==> src/rtl/gpio_edge_pkg.sv <==
`timescale 1ns/1ps
package gpio_edge_pkg;

    localparam int ADDR_W = 3;

    typedef enum logic [ADDR_W-1:0] {
        REG_FUNC  = 3'd0,
        REG_DIR   = 3'd1,
        REG_DATA  = 3'd2,
        REG_EDGE  = 3'd3,
        REG_ROUTE = 3'd4,
        REG_MASK  = 3'd5,
        REG_EVENT = 3'd6
    } reg_addr_e;

endpackage

==> src/rtl/gpio_pin_sampler.sv <==
`timescale 1ns/1ps
module gpio_pin_sampler #(
    parameter int PINS = 16
) (
    input  logic            clk,
    input  logic            rst_n,
    input  logic [PINS-1:0] pin_in,
    output logic [PINS-1:0] lvl,
    output logic [PINS-1:0] prev,
    output logic [PINS-1:0] rise,
    output logic [PINS-1:0] fall
);

    typedef struct packed {
        logic [PINS-1:0] meta;
        logic [PINS-1:0] lvl;
        logic [PINS-1:0] prev;
    } smp_t;

    smp_t smp_d, smp_q;

    always_comb begin
        smp_d      = smp_q;
        smp_d.meta = pin_in;
        smp_d.lvl  = smp_q.meta;
        smp_d.prev = smp_q.lvl;
    end

    always_ff @(posedge clk or negedge rst_n) begin
        if (!rst_n) smp_q <= '0;
        else        smp_q <= smp_d;
    end

    assign lvl  = smp_q.lvl;
    assign prev = smp_q.prev;

    for (genvar i = 0; i < PINS; i++) begin : g_edge
        assign rise[i] =  smp_q.lvl[i] & ~smp_q.prev[i];
        assign fall[i] = ~smp_q.lvl[i] &  smp_q.prev[i];
    end

endmodule

==> src/rtl/gpio_cfg_regs.sv <==
`timescale 1ns/1ps
module gpio_cfg_regs
    import gpio_edge_pkg::*;
#(
    parameter int PINS    = 16,
    parameter int CTS_PIN = 10,
    parameter int CD_PIN  = 11
) (
    input  logic              clk,
    input  logic              rst_n,
    input  logic              bus_wr,
    input  logic [ADDR_W-1:0] bus_addr,
    input  logic [PINS-1:0]   bus_wdata,
    output logic [PINS-1:0]   func_sel,
    output logic [PINS-1:0]   dir,
    output logic [PINS-1:0]   out_latch,
    output logic [PINS-1:0]   edge_sel,
    output logic [PINS-1:0]   route_en,
    output logic [PINS-1:0]   irq_mask
);

    localparam logic [PINS-1:0] ROUTE_BITS =
        (PINS'(1) << CTS_PIN) | (PINS'(1) << CD_PIN);

    typedef struct packed {
        logic [PINS-1:0] func_sel;
        logic [PINS-1:0] dir;
        logic [PINS-1:0] out_latch;
        logic [PINS-1:0] edge_sel;
        logic [PINS-1:0] route_en;
        logic [PINS-1:0] irq_mask;
    } cfg_t;

    cfg_t cfg_d, cfg_q;

    always_comb begin
        cfg_d = cfg_q;
        if (bus_wr) begin
            case (reg_addr_e'(bus_addr))
                REG_FUNC:  cfg_d.func_sel  = bus_wdata;
                REG_DIR:   cfg_d.dir       = bus_wdata;
                REG_DATA:  cfg_d.out_latch = bus_wdata;
                REG_EDGE:  cfg_d.edge_sel  = bus_wdata;
                REG_ROUTE: cfg_d.route_en  = bus_wdata & ROUTE_BITS;
                REG_MASK:  cfg_d.irq_mask  = bus_wdata;
                default:   ;
            endcase
        end
    end

    always_ff @(posedge clk or negedge rst_n) begin
        if (!rst_n) cfg_q <= '0;
        else        cfg_q <= cfg_d;
    end

    assign func_sel  = cfg_q.func_sel;
    assign dir       = cfg_q.dir;
    assign out_latch = cfg_q.out_latch;
    assign edge_sel  = cfg_q.edge_sel;
    assign route_en  = cfg_q.route_en;
    assign irq_mask  = cfg_q.irq_mask;

endmodule

==> src/rtl/gpio_event_ctrl.sv <==
`timescale 1ns/1ps
module gpio_event_ctrl #(
    parameter int PINS = 16
) (
    input  logic            clk,
    input  logic            rst_n,
    input  logic [PINS-1:0] rise,
    input  logic [PINS-1:0] fall,
    input  logic [PINS-1:0] edge_sel,
    input  logic            clr_en,
    input  logic [PINS-1:0] clr_bits,
    input  logic [PINS-1:0] irq_mask,
    output logic [PINS-1:0] pend,
    output logic            irq
);

    typedef struct packed {
        logic [PINS-1:0] pend;
    } ev_t;

    ev_t             ev_d, ev_q;
    logic [PINS-1:0] trig;

    for (genvar i = 0; i < PINS; i++) begin : g_trig
        assign trig[i] = edge_sel[i] ? fall[i] : (rise[i] | fall[i]);
    end

    always_comb begin
        ev_d = ev_q;
        if (clr_en) ev_d.pend = ev_d.pend & ~clr_bits;
        ev_d.pend = ev_d.pend | trig;
    end

    always_ff @(posedge clk or negedge rst_n) begin
        if (!rst_n) ev_q <= '0;
        else        ev_q <= ev_d;
    end

    assign pend = ev_q.pend;
    assign irq  = |(ev_q.pend & irq_mask);

endmodule

==> src/rtl/gpio_modem_route.sv <==
`timescale 1ns/1ps
module gpio_modem_route #(
    parameter int LINES = 2
) (
    input  logic [LINES-1:0] func_sel,
    input  logic [LINES-1:0] dir,
    input  logic [LINES-1:0] route_en,
    input  logic [LINES-1:0] lvl,
    output logic [LINES-1:0] line_n
);

    for (genvar i = 0; i < LINES; i++) begin : g_line
        logic routed;
        assign routed    = ~func_sel[i] & ~dir[i] & route_en[i];
        assign line_n[i] = routed ? lvl[i] : 1'b1;
    end

endmodule

==> src/rtl/gpio_edge_port.sv <==
`timescale 1ns/1ps
module gpio_edge_port
    import gpio_edge_pkg::*;
#(
    parameter int PINS    = 16,
    parameter int CTS_PIN = 10,
    parameter int CD_PIN  = 11
) (
    input  logic              clk,
    input  logic              rst_n,
    input  logic              bus_wr,
    input  logic [ADDR_W-1:0] bus_addr,
    input  logic [PINS-1:0]   bus_wdata,
    output logic [PINS-1:0]   bus_rdata,
    input  logic [PINS-1:0]   pin_in,
    output logic [PINS-1:0]   pin_out,
    output logic [PINS-1:0]   pin_oe,
    output logic              ser_cts_n,
    output logic              ser_cd_n,
    output logic              irq
);

    localparam int MODEM_LINES = 2;

    logic [PINS-1:0] smp_lvl, smp_prev, smp_rise, smp_fall;
    logic [PINS-1:0] cfg_func, cfg_dir, cfg_latch, cfg_edge, cfg_route, cfg_mask;
    logic [PINS-1:0] ev_pend;
    logic            ev_clr;
    logic [MODEM_LINES-1:0] modem_n;

    gpio_pin_sampler #(.PINS(PINS)) u_sampler (
        .clk    (clk),
        .rst_n  (rst_n),
        .pin_in (pin_in),
        .lvl    (smp_lvl),
        .prev   (smp_prev),
        .rise   (smp_rise),
        .fall   (smp_fall)
    );

    gpio_cfg_regs #(.PINS(PINS), .CTS_PIN(CTS_PIN), .CD_PIN(CD_PIN)) u_cfg (
        .clk       (clk),
        .rst_n     (rst_n),
        .bus_wr    (bus_wr),
        .bus_addr  (bus_addr),
        .bus_wdata (bus_wdata),
        .func_sel  (cfg_func),
        .dir       (cfg_dir),
        .out_latch (cfg_latch),
        .edge_sel  (cfg_edge),
        .route_en  (cfg_route),
        .irq_mask  (cfg_mask)
    );

    assign ev_clr = bus_wr && (reg_addr_e'(bus_addr) == REG_EVENT);

    gpio_event_ctrl #(.PINS(PINS)) u_event (
        .clk      (clk),
        .rst_n    (rst_n),
        .rise     (smp_rise),
        .fall     (smp_fall),
        .edge_sel (cfg_edge),
        .clr_en   (ev_clr),
        .clr_bits (bus_wdata),
        .irq_mask (cfg_mask),
        .pend     (ev_pend),
        .irq      (irq)
    );

    gpio_modem_route #(.LINES(MODEM_LINES)) u_route (
        .func_sel ({cfg_func[CD_PIN],  cfg_func[CTS_PIN]}),
        .dir      ({cfg_dir[CD_PIN],   cfg_dir[CTS_PIN]}),
        .route_en ({cfg_route[CD_PIN], cfg_route[CTS_PIN]}),
        .lvl      ({smp_lvl[CD_PIN],   smp_lvl[CTS_PIN]}),
        .line_n   (modem_n)
    );

    assign ser_cts_n = modem_n[0];
    assign ser_cd_n  = modem_n[1];

    assign pin_out = cfg_latch;
    assign pin_oe  = cfg_dir & ~cfg_func;

    always_comb begin
        case (reg_addr_e'(bus_addr))
            REG_FUNC:  bus_rdata = cfg_func;
            REG_DIR:   bus_rdata = cfg_dir;
            REG_DATA:  bus_rdata = smp_lvl;
            REG_EDGE:  bus_rdata = cfg_edge;
            REG_ROUTE: bus_rdata = cfg_route;
            REG_MASK:  bus_rdata = cfg_mask;
            REG_EVENT: bus_rdata = ev_pend;
            default:   bus_rdata = '0;
        endcase
    end

endmodule

==> config.mk <==
export PLATFORM = sky130hd
export DESIGN_NAME = gpio_edge_port
export DESIGN_NICKNAME = d
export VERILOG_FILES = /design/src/rtl/gpio_edge_pkg.sv /design/src/rtl/gpio_pin_sampler.sv /design/src/rtl/gpio_cfg_regs.sv /design/src/rtl/gpio_event_ctrl.sv /design/src/rtl/gpio_modem_route.sv /design/src/rtl/gpio_edge_port.sv
export SDC_FILE = /design/constraint.sdc
export NUM_CORES = 1
export LEC_CHECK = 0
export ABC_AREA = 1
export ABC_CLOCK_PERIOD_IN_PS = 1400
export CAP_MARGIN = 20
export CORE_MARGIN = 2
export CORE_UTILIZATION = 50
export CTS_CLUSTER_DIAMETER = 40
export DETAILED_ROUTE_END_ITERATION = 16
export GPL_ROUTABILITY_DRIVEN = 0
export GPL_TIMING_DRIVEN = 0
export PLACE_DENSITY = 0.75
export SLEW_MARGIN = 40
export SYNTH_ARGS = -nofsm -noshare
export SYNTH_HDL_FRONTEND = slang
export SYNTH_SLANG_ARGS = --single-unit
==> constraint.sdc <==
create_clock -name clk -period 1.4 [get_ports clk]
set_input_delay 0.28 -clock clk [delete_from_list [all_inputs] [get_ports clk]]
set_output_delay 0.28 -clock clk [all_outputs]
set_load 0.01 [all_outputs]
## Word level (Yosys, flattened, before mapping)

Index checks and enable logic that the tools add are counted.

- Register bits after elaboration: 146
- Output and inout bits: 51
- Input port bits: 38

- Multiplexer cells: 20
- Equal/unequal tests: 6
- Bitwise logic cells: 94
- Reduce and logical (&&, ||, !) cells: 9

Operators with widths:

| kind | number |
|---|---|
| one-hot mux 16 bit (7 select lines) | 1 |
| bitwise AND 16 bit | 3 |
| bitwise AND 1 bit | 36 |
| NOT 1 bit | 36 |
| NOT 16 bit | 2 |
| 2-to-1 mux 1 bit | 18 |
| 2-to-1 mux 16 bit | 1 |
| OR 1 bit | 16 |
| OR 16 bit | 1 |
| OR reduction 16 bit | 1 |
| AND reduction 2 bit | 6 |
| equality test 3 bit (second input constant) | 3 |
| equality test 3 x 2 -> 1 bit (second input constant) | 2 |
| equality test 3 x 1 -> 1 bit (second input constant) | 1 |
| zero test 3 bit | 1 |
| logical AND 1 bit | 1 |

## Logic depth before layout (Yosys ltp)

Gate-level depths: netlist of the first run.

- Depth after elaboration: 5
- Mapped depth: 8
- Depth with buffers taken out: 6

## By module

Synthesis of the first run repeated with hierarchy kept, for this count alone.

- Cells, all modules: 910
- Area, all modules: 7100.6 µm²

By module, submodules not included:

| module | times used | seq. area each (µm²) | cells each | area each (µm²) |
|---|---|---|---|---|
| gpio_cfg_regs | 1 | 2052.0 | 381 | 3387.0 |
| gpio_pin_sampler | 1 | 1201.2 | 128 | 1561.5 |
| gpio_edge_port | 1 | 0.0 | 276 | 1276.2 |
| gpio_event_ctrl | 1 | 400.4 | 117 | 845.8 |
| gpio_modem_route | 1 | 0.0 | 8 | 30.0 |

## Worst setup path after synthesis of the first run

No wires, ideal clock.

- Path kind: input port to output port
- Start: input bus_addr[1]
- End: output bus_rdata[3]
- Path buffers: 3
- Stages on the path: 8
- Path slack: 0.001 ns
- Data required time: 1.120 ns
- Data arrival time: 1.119 ns
- Cell sequence: buf_6 -> nor2_1 -> buf_2 -> buf_4 -> nand3_1 -> nand2_1 -> nor2_1 -> nand2_1

- Word-level cells in the longest chain between the ends: 2
- Elaborated cells on any way between the ends: 8
- Those cells by class: 6 x eq/ne; 1 x mux; 1 x reduce/logical

Ends and longest elaborated chain:

| what | RTL line | RTL |
|---|---|---|
| from (decl) | gpio_edge_port.sv:12 | `input logic [ADDR_W-1:0] bus_addr,` |
| equality test 3 bit, or another cell as far along | gpio_edge_port.sv:85 | `case (reg_addr_e'(bus_addr))` |
| one-hot mux 16 bit (7 select lines) * | gpio_edge_port.sv:85 |  |
| to (decl) | gpio_edge_port.sv:14 | `output logic [PINS-1:0] bus_rdata,` |

Mark *: on every way between the ends. The rest lies on a longest branch, timed or not.

## Worst setup path in the final report of the first run

- Start: register u_event.ev_q, in the netlist u_event.pend[13]
- End: output bus_rdata[13]

- Word-level cells in the longest chain between the ends: 1

Ends and longest elaborated chain:

| what | RTL line | RTL |
|---|---|---|
| from (decl) | gpio_event_ctrl.sv:21 | `ev_t ev_d, ev_q;` |
| from (signal assigned) | gpio_event_ctrl.sv:36 | `else ev_q <= ev_d;` |
| one-hot mux 16 bit (7 select lines) | gpio_edge_port.sv:85 |  |

Every way passes these cells.

==> impl_metrics.tcl, run 1 <==
set metrics [dict create \
    area_growth_syn_to_layout_pct 35.0 \
    syn_avg_cell_area_um2 8.44 \
    fmax_mhz 567 \
    drt-initial-drc-count 735 \
    slew_violations 0 \
    grt_pass1_wl_um 31100 \
    num_io_pins 89 \
    gr-total-overflow 0 \
    yosysWarnings 0 \
    vias 6367 \
    nets 1022 \
    drive_above_1_share_pct 21.7 \
    status "complete, but fails checks" \
    numCtsBuffers 17 \
    finalWirelength_um 20200 \
    clock_sinks 146 \
    report.final.hold_viol_count 0 \
    maxCapViolCount 0 \
    dpl_cell_area_um2 7880 \
    clock_latency_ps 430 \
    clockBufferDepth 2 \
    antenna_found_initial 0 \
    remaining_drc_errors 0 \
    start_util_pct 51.1 \
    synth-seq-cells 146 \
    grt_use_total_pct 28.2 \
    fin_crit_ps 1760 \
    syn-num-nets 852 \
    synth.area.mux_share_pct 0 \
    place_ws_ps -1230 \
    numPortBuffers 86 \
    cts_tree "done" \
    p_leak_uw 0.00468 \
    finalClockSkew_ps 6.20 \
    synthXorXnorAreaFrac_pct 0 \
    slew_headroom_pct 69.6 \
    core_area_um2 13200 \
    fp.dieW_um 120 \
    synth_cell_type_count 25 \
    cp_max_fo 2 \
    grt_max_degree 68 \
    cts_root_buffer "clkbuf_16" \
    max-vdd-ir-drop_mv 0.853 \
    critPathMostFrequentCell "nand2_1" \
    dr.pass1.iters 6 \
    worst_pin_slew_ps 456 \
    synthSimpleGateAreaFrac_pct 27.1 \
    path_clk_slew_ps 60 \
    synth_fa_ha_area_share_pct 2.97 \
    final_antenna_net_count 0 \
    violations "setup timing" \
    cp_cell_sequence "buf_4 > nand4_1 > nand2_1 > nor2_1 > nand2_1 > buf_2" \
    grt_pass1_vias 5879 \
    synth_top_family_by_area "simple AND/OR/NAND/NOR gates" \
    dp_hpwl_um 13300 \
    n_antenna_cell 0 \
    crit_path_max_incr_delay_ps 390 \
    final_area_um2 9090 \
    syn_area_um2 6730 \
    die_h_um 120 \
    required_ps 1120 \
    vias_per_cell 5.50 \
    layout_setup_ws_ps -363 \
    wl_per_cell_um 17.5 \
    power_density_nw_per_um2 1450 \
    htreeDepth 4 \
    fin_crit_sh_pct 126 \
    worstSetupPathType "reg2out" \
    synth_compound_area_share_pct 7.84 \
    setup_viol 28 \
    hp-class "in2async" \
    slowest_stage "dfrtp_1" \
    placementRows 42 \
    rsz0062_at_grt "yes" \
    critPathLaunchType "flop" \
    critPathArrivalTime_ps 1480 \
    die_area_um2 14400 \
    yosysSeqAreaShare_pct 54.3 \
    synth_cells 798 \
    endpoint_kind "output port" \
]
==> cell type report <==
class,count,area (µm²)
tap,176,220
buffer,40,279
sequential,146,3650
fill,964,4100
timing repair buffer,151,1300
inverter,83,322
multi-input combinational,529,2650
clock buffer,18,429
clock inverter,14,248
==> cells by family (layout without fill, tap and decap cells) <==
group	after synthesis	count (layout)
compound gates	98	98
buf+inv	123	306
fa+ha+maj	16	16
flops	146	146
simple gates	415	415
==> report_power, final <==
part           total (µW)  switching (µW)  internal, µW
Sequential           5280             489          4800
Combinational        2630            1380          1240
Clock                5240            1870          3370
Total               13200            3740          9410
==> timing repair <==
action / CTS / global route
pin swaps: 60 / 22
gates resized for setup: 215 / 44
endpoints found under the hold margin: 79 / 0
hold buffers: 1 / 0
setup buffers: 45 / 17
endpoints found under the setup margin: 107 / 45
==> metal layers <==
metal / vias up / wire, µm / track usage, %
met5: - / 0 / 0
met4: 0 / 531 / 9.63
met3: 67 / 1790 / 5.94
met2: 381 / 9290 / 43.5
met1: 2982 / 8600 / 39.8
li1: 2937 / - / -
==> cell usage in the layout, fill, tap and decap left out, types with 10 or more instances in the layout <==
master	synthesis	routed
a21oi_1	16	16
buf_4	3	53
buf_2	16	43
o21ai_0	50	50
inv_1	78	73
nand2_1	225	214
ha_1	16	16
buf_6	4	27
clkdlybuf4s15_1	0	10
o21ai_1	17	17
nand2_2	0	11
nor2_1	75	57
nor2_2	1	15
dfrtp_1	146	146
clkdlybuf4s50_1	0	32
o21a_1	15	15
nand3_1	54	54
clkbuf_16	0	17
nand4_1	52	52
==> final timing paths <==
kind,to,cells past startpoint,slack (ps),start
max in group asynchronous,u_sampler.smp_d[16]$_DFF_PN0_,4,210,rst_n
setup / recovery,bus_rdata[13],6,-360,u_event.pend[13]$_DFF_PN0_
setup reg to reg,u_event.pend[15]$_DFF_PN0_,5,170,u_sampler.lvl[15]$_DFF_PN0_
hold reg to reg,u_sampler.lvl[4]$_DFF_PN0_,0,350,u_sampler.smp_d[20]$_DFF_PN0_
min in group clk,u_sampler.smp_d[29]$_DFF_PN0_,1,280,pin_in[13]
hold / removal,u_cfg.out_latch[12]$_DFFE_PN0P_,2,270,rst_n
==> worst max-delay path, delay by kind of cell (launching register included) <==
kind	cells	cell delay (ps)
simple gates	4	380
buf+inv	2	280
flops	1	390
==> per-stage QoR <==
stage,setup TNS [ps],cells,util [%],hold WS (ps),total power (µW)
after global placement,-895470,1060,59.2,333,7420
after detailed placement,-60920,1062,59.7,131,7490
after floorplan,0,798,-,-15.6,6340
final,-4990,1157,68.9,274,13200
after global routing,-6080,1157,68.9,286,13600
after CTS,-4340,1140,67.1,275,12900
==> cell usage after synthesis (all sizes together) <==
master,number,area [µm²]
clkbuf,15,56.3
nand3,56,290
o21a,15,113
nor3,1,16.3
dfrtp,146,3650
nand2,226,856
nand4,52,325
and3,1,6.26
o21ai,67,335
nor2,79,330
inv,83,317
a21oi,16,80.1
buf,25,155
ha,16,200
==> registers in the layout, indices dropped and copies added (netlist names) <==
signal	cells
u_cfg.func_sel	16
u_sampler.lvl	16
u_cfg.irq_mask	16
u_sampler.smp_d	16
u_cfg.dir	16
u_cfg.route_en	2
u_cfg.edge_sel	16
u_event.pend	16
u_cfg.out_latch	16
u_sampler.prev	16
Power figures use the tool's default switching activity.
==> run 2, diff against run 1 <==
ABC_CLOCK_PERIOD_IN_PS = 1530   (was 1400)
HOLD_SLACK_MARGIN = 0.05   (was unset)
clock period = 1.53 ns   (was 1.4 ns; I/O delays follow)
==> impl_metrics.tcl, run 2 (synthesized netlist as in run 1, its figures left out) <==
set metrics [dict create \
    numPortBuffers 86 \
    finalClockSkew_ps 4.68 \
    nets 1014 \
    layout_commonest_cell "nand2_1" \
    drive_above_1_share_pct 20.6 \
    endpoint_kind "output port" \
    num_io_pins 89 \
    dp_hpwl_um 13300 \
    crit_path_max_incr_delay_ps 390 \
    vias 6319 \
    rsz0062_at_grt "yes" \
    core_area_um2 13200 \
    worst_pin_slew_ps 472 \
    p_leak_uw 0.00465 \
    slew_headroom_pct 68.5 \
    maxCapViolCount 0 \
    mostFrequentLayoutCells "nand2_1 (215), dfrtp_1 (146), inv_1 (77), nor2_1 (58), nand3_1 (53)" \
    final_antenna_net_count 0 \
    slowest_stage "dfrtp_1" \
    report.final.hold_viol_count 0 \
    antenna_found_initial 0 \
    hp-class "in2async" \
    grt_pass1_wl_um 30800 \
    setup_viol 17 \
    layout_setup_ws_ps -272 \
    finalWirelength_um 20200 \
    critPathLaunchType "flop" \
    cts_root_buffer "clkbuf_16" \
    critPathArrivalTime_ps 1500 \
    start_util_pct 51.1 \
    drt-initial-drc-count 734 \
    n_antenna_cell 0 \
    worstSetupPathType "reg2out" \
    die_area_um2 14400 \
    wl_per_cell_um 17.5 \
    dp.cells 1062 \
    required_ps 1220 \
    cp_max_fo 2 \
    crit_buf_inv 2 \
    stdcell_count 1149 \
    crit_family "simple AND/OR/NAND/NOR gates" \
    fin_crit_sh_pct 118 \
    die_h_um 120 \
    status "complete, but fails checks" \
    clock_latency_ps 430 \
    remaining_drc_errors 0 \
    fp.dieW_um 120 \
    path_clk_slew_ps 60 \
    dr.pass1.iters 7 \
    cts_tree "done" \
    power_density_nw_per_um2 1320 \
    grt_max_degree 68 \
    max-vdd-ir-drop_mv 0.960 \
    placementRows 42 \
    area_growth_syn_to_layout_pct 33.7 \
    gr-total-overflow 0 \
    fin_crit_ps 1800 \
    grt_pass1_vias 5852 \
    clock_sinks 146 \
    vias_per_cell 5.50 \
    critPathMostFrequentCell "nand2_1" \
    fmax_mhz 555 \
    numCtsBuffers 17 \
    grt_use_total_pct 28.0 \
    clockBufferDepth 2 \
    utilization_pct 68.3 \
    cp_cell_sequence "buf_4 > nand4_1 > nand2_1 > nor2_1 > nand2_1 > buf_2" \
    slew_violations 0 \
    htreeDepth 4 \
    violations "setup timing" \
]
run 2: changes by cell type in the layout (fill, tap and decap cells not counted), sizes merged:
cell,delta
dlygate4sd2,+10
clkbuf,+2
buf,-11
clkdlybuf4s15,-9
run 2: final cells by class:
class,instances,area [µm²]
Clock inverter,14,248
Multi-Input combinational cell,529,2650
Sequential cell,146,3650
Inverter,83,319
Fill cell,993,4190
Tap cell,176,220
Buffer,40,284
Timing Repair Buffer,143,1210
Clock buffer,18,429
run 2: power breakdown:
part	leakage, µW	switching, µW	internal, µW
clock	0.000323	1710	3090
sequential	0.00172	440	4390
combinational	0.00261	1240	1060
total	0.00465	3390	8530
run 2: per-stage QoR:
| stage | hold WS (ps) | setup TNS, ps | setup slack, ps | total power [µW] | cell area [µm²] |
|---|---|---|---|---|---|
| 2_1_floorplan | 10.4 | 0 | 78.9 | 5800 | 6730 |
| 4_1_cts | 301 | -2050 | -223 | 11800 | 8860 |
| 3_5_place_dp | 157 | -49380 | -1150 | 6850 | 7880 |
| 3_3_place_gp | 333 | -868740 | -5630 | 6790 | 7820 |
| 6_report | 298 | -2630 | -272 | 11900 | 9000 |
| 5_1_grt | 311 | -3290 | -309 | 12400 | 9000 |
run 2: path summary, 6_finish.rpt:
kind                                               startpoint                              end  slack [ps]  depth (start not counted)
worst min-delay path                                    rst_n  u_cfg.out_latch[12]$_DFFE_PN0P_         300                          2
worst min register to register  u_sampler.smp_d[21]$_DFF_PN0_       u_sampler.lvl[5]$_DFF_PN0_         350                          0
worst max-delay path               u_event.pend[13]$_DFF_PN0_                    bus_rdata[13]        -270                          6
max in group asynchronous                               rst_n    u_cfg.func_sel[3]$_DFFE_PN0P_         320                          4
worst max register to register    u_sampler.lvl[12]$_DFF_PN0_       u_event.pend[12]$_DFF_PN0_         300                          5
min in group clk                                   pin_in[15]    u_sampler.smp_d[31]$_DFF_PN0_         310                          1
run 2: repair_timing:
action	CTS	global route
setup buffers	39	15
pin swaps	54	24
gates cloned	0	1
hold buffers	1	0
hold endpoints to repair	79	0
resized for setup	194	45
setup endpoints to repair	64	32
run 2: metal layers:
metal | track usage [%] | up-vias | wire [µm]
met5 | 0 | - | 0
li1 | - | 2918 | -
met4 | 10.4 | 0 | 518
met3 | 6.46 | 53 | 1700
met2 | 43.0 | 351 | 9260
met1 | 39.0 | 2997 | 8690
==> run 3, diff against run 2 <==
CORE_ASPECT_RATIO = 2   (was unset)
SETUP_SLACK_MARGIN = 0.5   (was unset)
==> impl_metrics.tcl, run 3 (synthesized netlist as in run 1, its figures left out) <==
set metrics [dict create \
    status "complete, but fails checks" \
    violations "hold timing, setup timing" \
    num_io_pins 89 \
    grt_max_degree 76 \
    p_total_uw 11900 \
    p_leak_uw 0.00481 \
    cts_root_buffer "clkbuf_16" \
    multi_input_area_um2 3000 \
    dpl_cell_area_um2 8030 \
    cts_tree "done" \
    numCtsBuffers 17 \
    fin_crit_sh_pct 121 \
    r2r_cells 9 \
    grt_pass1_vias 6274 \
    clockBufferDepth 2 \
    dp_hpwl_um 13200 \
    remaining_drc_errors 0 \
    n_antenna_cell 0 \
    slew_headroom_pct 63.1 \
    area_growth_syn_to_layout_pct 43.0 \
    drt-initial-drc-count 719 \
    numPortBuffers 86 \
    crit_path_max_incr_delay_ps 410 \
    die_h_um 168 \
    vias_per_cell 5.80 \
    dr.pass1.iters 6 \
    nets 1035 \
    max-vdd-ir-drop_mv 0.903 \
    critPathLaunchType "flop" \
    required_ps 1220 \
    report.final.hold_viol_count 71 \
    core_area_um2 13300 \
    cp_max_fo 2 \
    hp-class "in2async" \
    grt_use_total_pct 28.4 \
    fp.dieW_um 86.1 \
    mostFrequentLayoutCells "nand2_1 (205), dfrtp_1 (146), inv_1 (65), o21ai_1 (57), buf_4 (57)" \
    maxCapViolCount 0 \
    regArea_um2 3650 \
    worst_pin_slew_ps 554 \
    r2r_slack_ps 140 \
    htreeDepth 4 \
    finalWirelength_um 21800 \
    antenna_found_initial 0 \
    vias 6667 \
    endpoint_kind "output port" \
    cp_cell_sequence "buf_6 > nand2_2 > nand4_1 > nor2_2 > nand2_1 > buf_2" \
    fin_crit_ps 1860 \
    power_density_nw_per_um2 1230 \
    layout_commonest_cell "nand2_1" \
    gr-total-overflow 0 \
    worstSetupPathType "reg2out" \
    fmax_mhz 539 \
    placementRows 60 \
    r2r_end "u_event.pend[14]$_DFF_PN0_" \
    final_antenna_net_count 0 \
    drive_above_1_share_pct 31.2 \
    slew_violations 0 \
    n_fill_cell 895 \
    slowest_stage "dfrtp_1" \
    critPathArrivalTime_ps 1550 \
    setup_viol 19 \
    timing.hold.ws_ps -165 \
    clock_latency_ps 430 \
    layout_setup_ws_ps -327 \
    path_clk_slew_ps 70 \
    grt_pass1_wl_um 31700 \
    start_util_pct 50.7 \
    die_area_um2 14500 \
    clock_sinks 146 \
    r2r_start "u_sampler.lvl[14]$_DFF_PN0_" \
    rsz0062_at_grt "yes" \
    finalClockSkew_ps 5.46 \
    wl_per_cell_um 19.0 \
    final_area_um2 9630 \
]
-- run 3: cell types whose count changed in the layout (fill, tap and decap cells not counted), sizes merged --
cell and change:
buf +40, clkdlybuf4s15 -1, dlygate4sd3 -1, dlygate4sd2 -17
bufinv -5, clkinv +5, clkinvlp -1, inv +1
-- run 3: layout make-up --
| cell class | instances | share of cell area, % |
|---|---|---|
| sequential | 146 | 37.9 |
| multi-input combinational | 529 | 31.2 |
| timing repair buffer | 164 | 14.5 |
| clock buffer | 18 | 4.56 |
| buffer | 40 | 4.46 |
| inverter | 83 | 3.62 |
| tap | 155 | 2.01 |
| clock inverter | 14 | 1.71 |
-- run 3: how the worst max path moves through the flow --
stage	startpoint	slack (ps)	cells past startpoint	end
final	u_event.pend[10]$_DFF_PN0_	-330	6	irq
after global routing	u_event.pend[10]$_DFF_PN0_	-320	6	irq
after CTS	u_event.pend[10]$_DFF_PN0_	-250	6	irq
after detailed placement	bus_addr[2]	-1130	9	bus_rdata[1]
after global placement	rst_n	-5690	1	u_cfg.dir[3]$_DFFE_PN0P_
after floorplan	bus_addr[1]	190	8	bus_rdata[0]
-- run 3: power breakdown --
part / internal [µW] / switching, µW / leakage [µW]
registers: 4390 / 430 / 0.00172
clock network: 2370 / 1880 / 0.000293
logic: 1350 / 1460 / 0.00279
-- run 3: what timing repair did --
action,in CTS,in global routing
setup endpoints to repair,149,103
pin swaps,101,41
endpoints found under the hold margin,71,71
resized for setup,296,94
setup buffers,50,27
-- run 3: metal layers --
metal	vias up	track usage [%]	part of all wire (%)
met5	-	0	0
met4	0	12.8	5.3
met3	115	5.29	7.2
met2	436	47.7	51
met1	3160	35.1	37
li1	2956	-	-
-- run 3: through the flow --
| stage | TNS, ps | instances | hold slack (ps) | util (%) | setup slack (ps) |
|---|---|---|---|---|---|
| global placement | -880160 | 1039 | 334 | 60.2 | -5690 |
| finish | -2610 | 1149 | -165 | 72.5 | -327 |
| floorplan | 0 | 798 | 10.4 | - | 189 |
| global route | -3160 | 1149 | -122 | 72.5 | -318 |
| detailed placement | -51830 | 1040 | 306 | 60.4 | -1130 |
| CTS | -1980 | 1122 | -144 | 68.1 | -247 |
-- run 3: worst max-delay path: cells and delay by family, from the launching register on --
family                 cells  cell delay, ps
flip-flops                 1             410
buffers and inverters      2             260
AND/OR/NAND/NOR            4             460
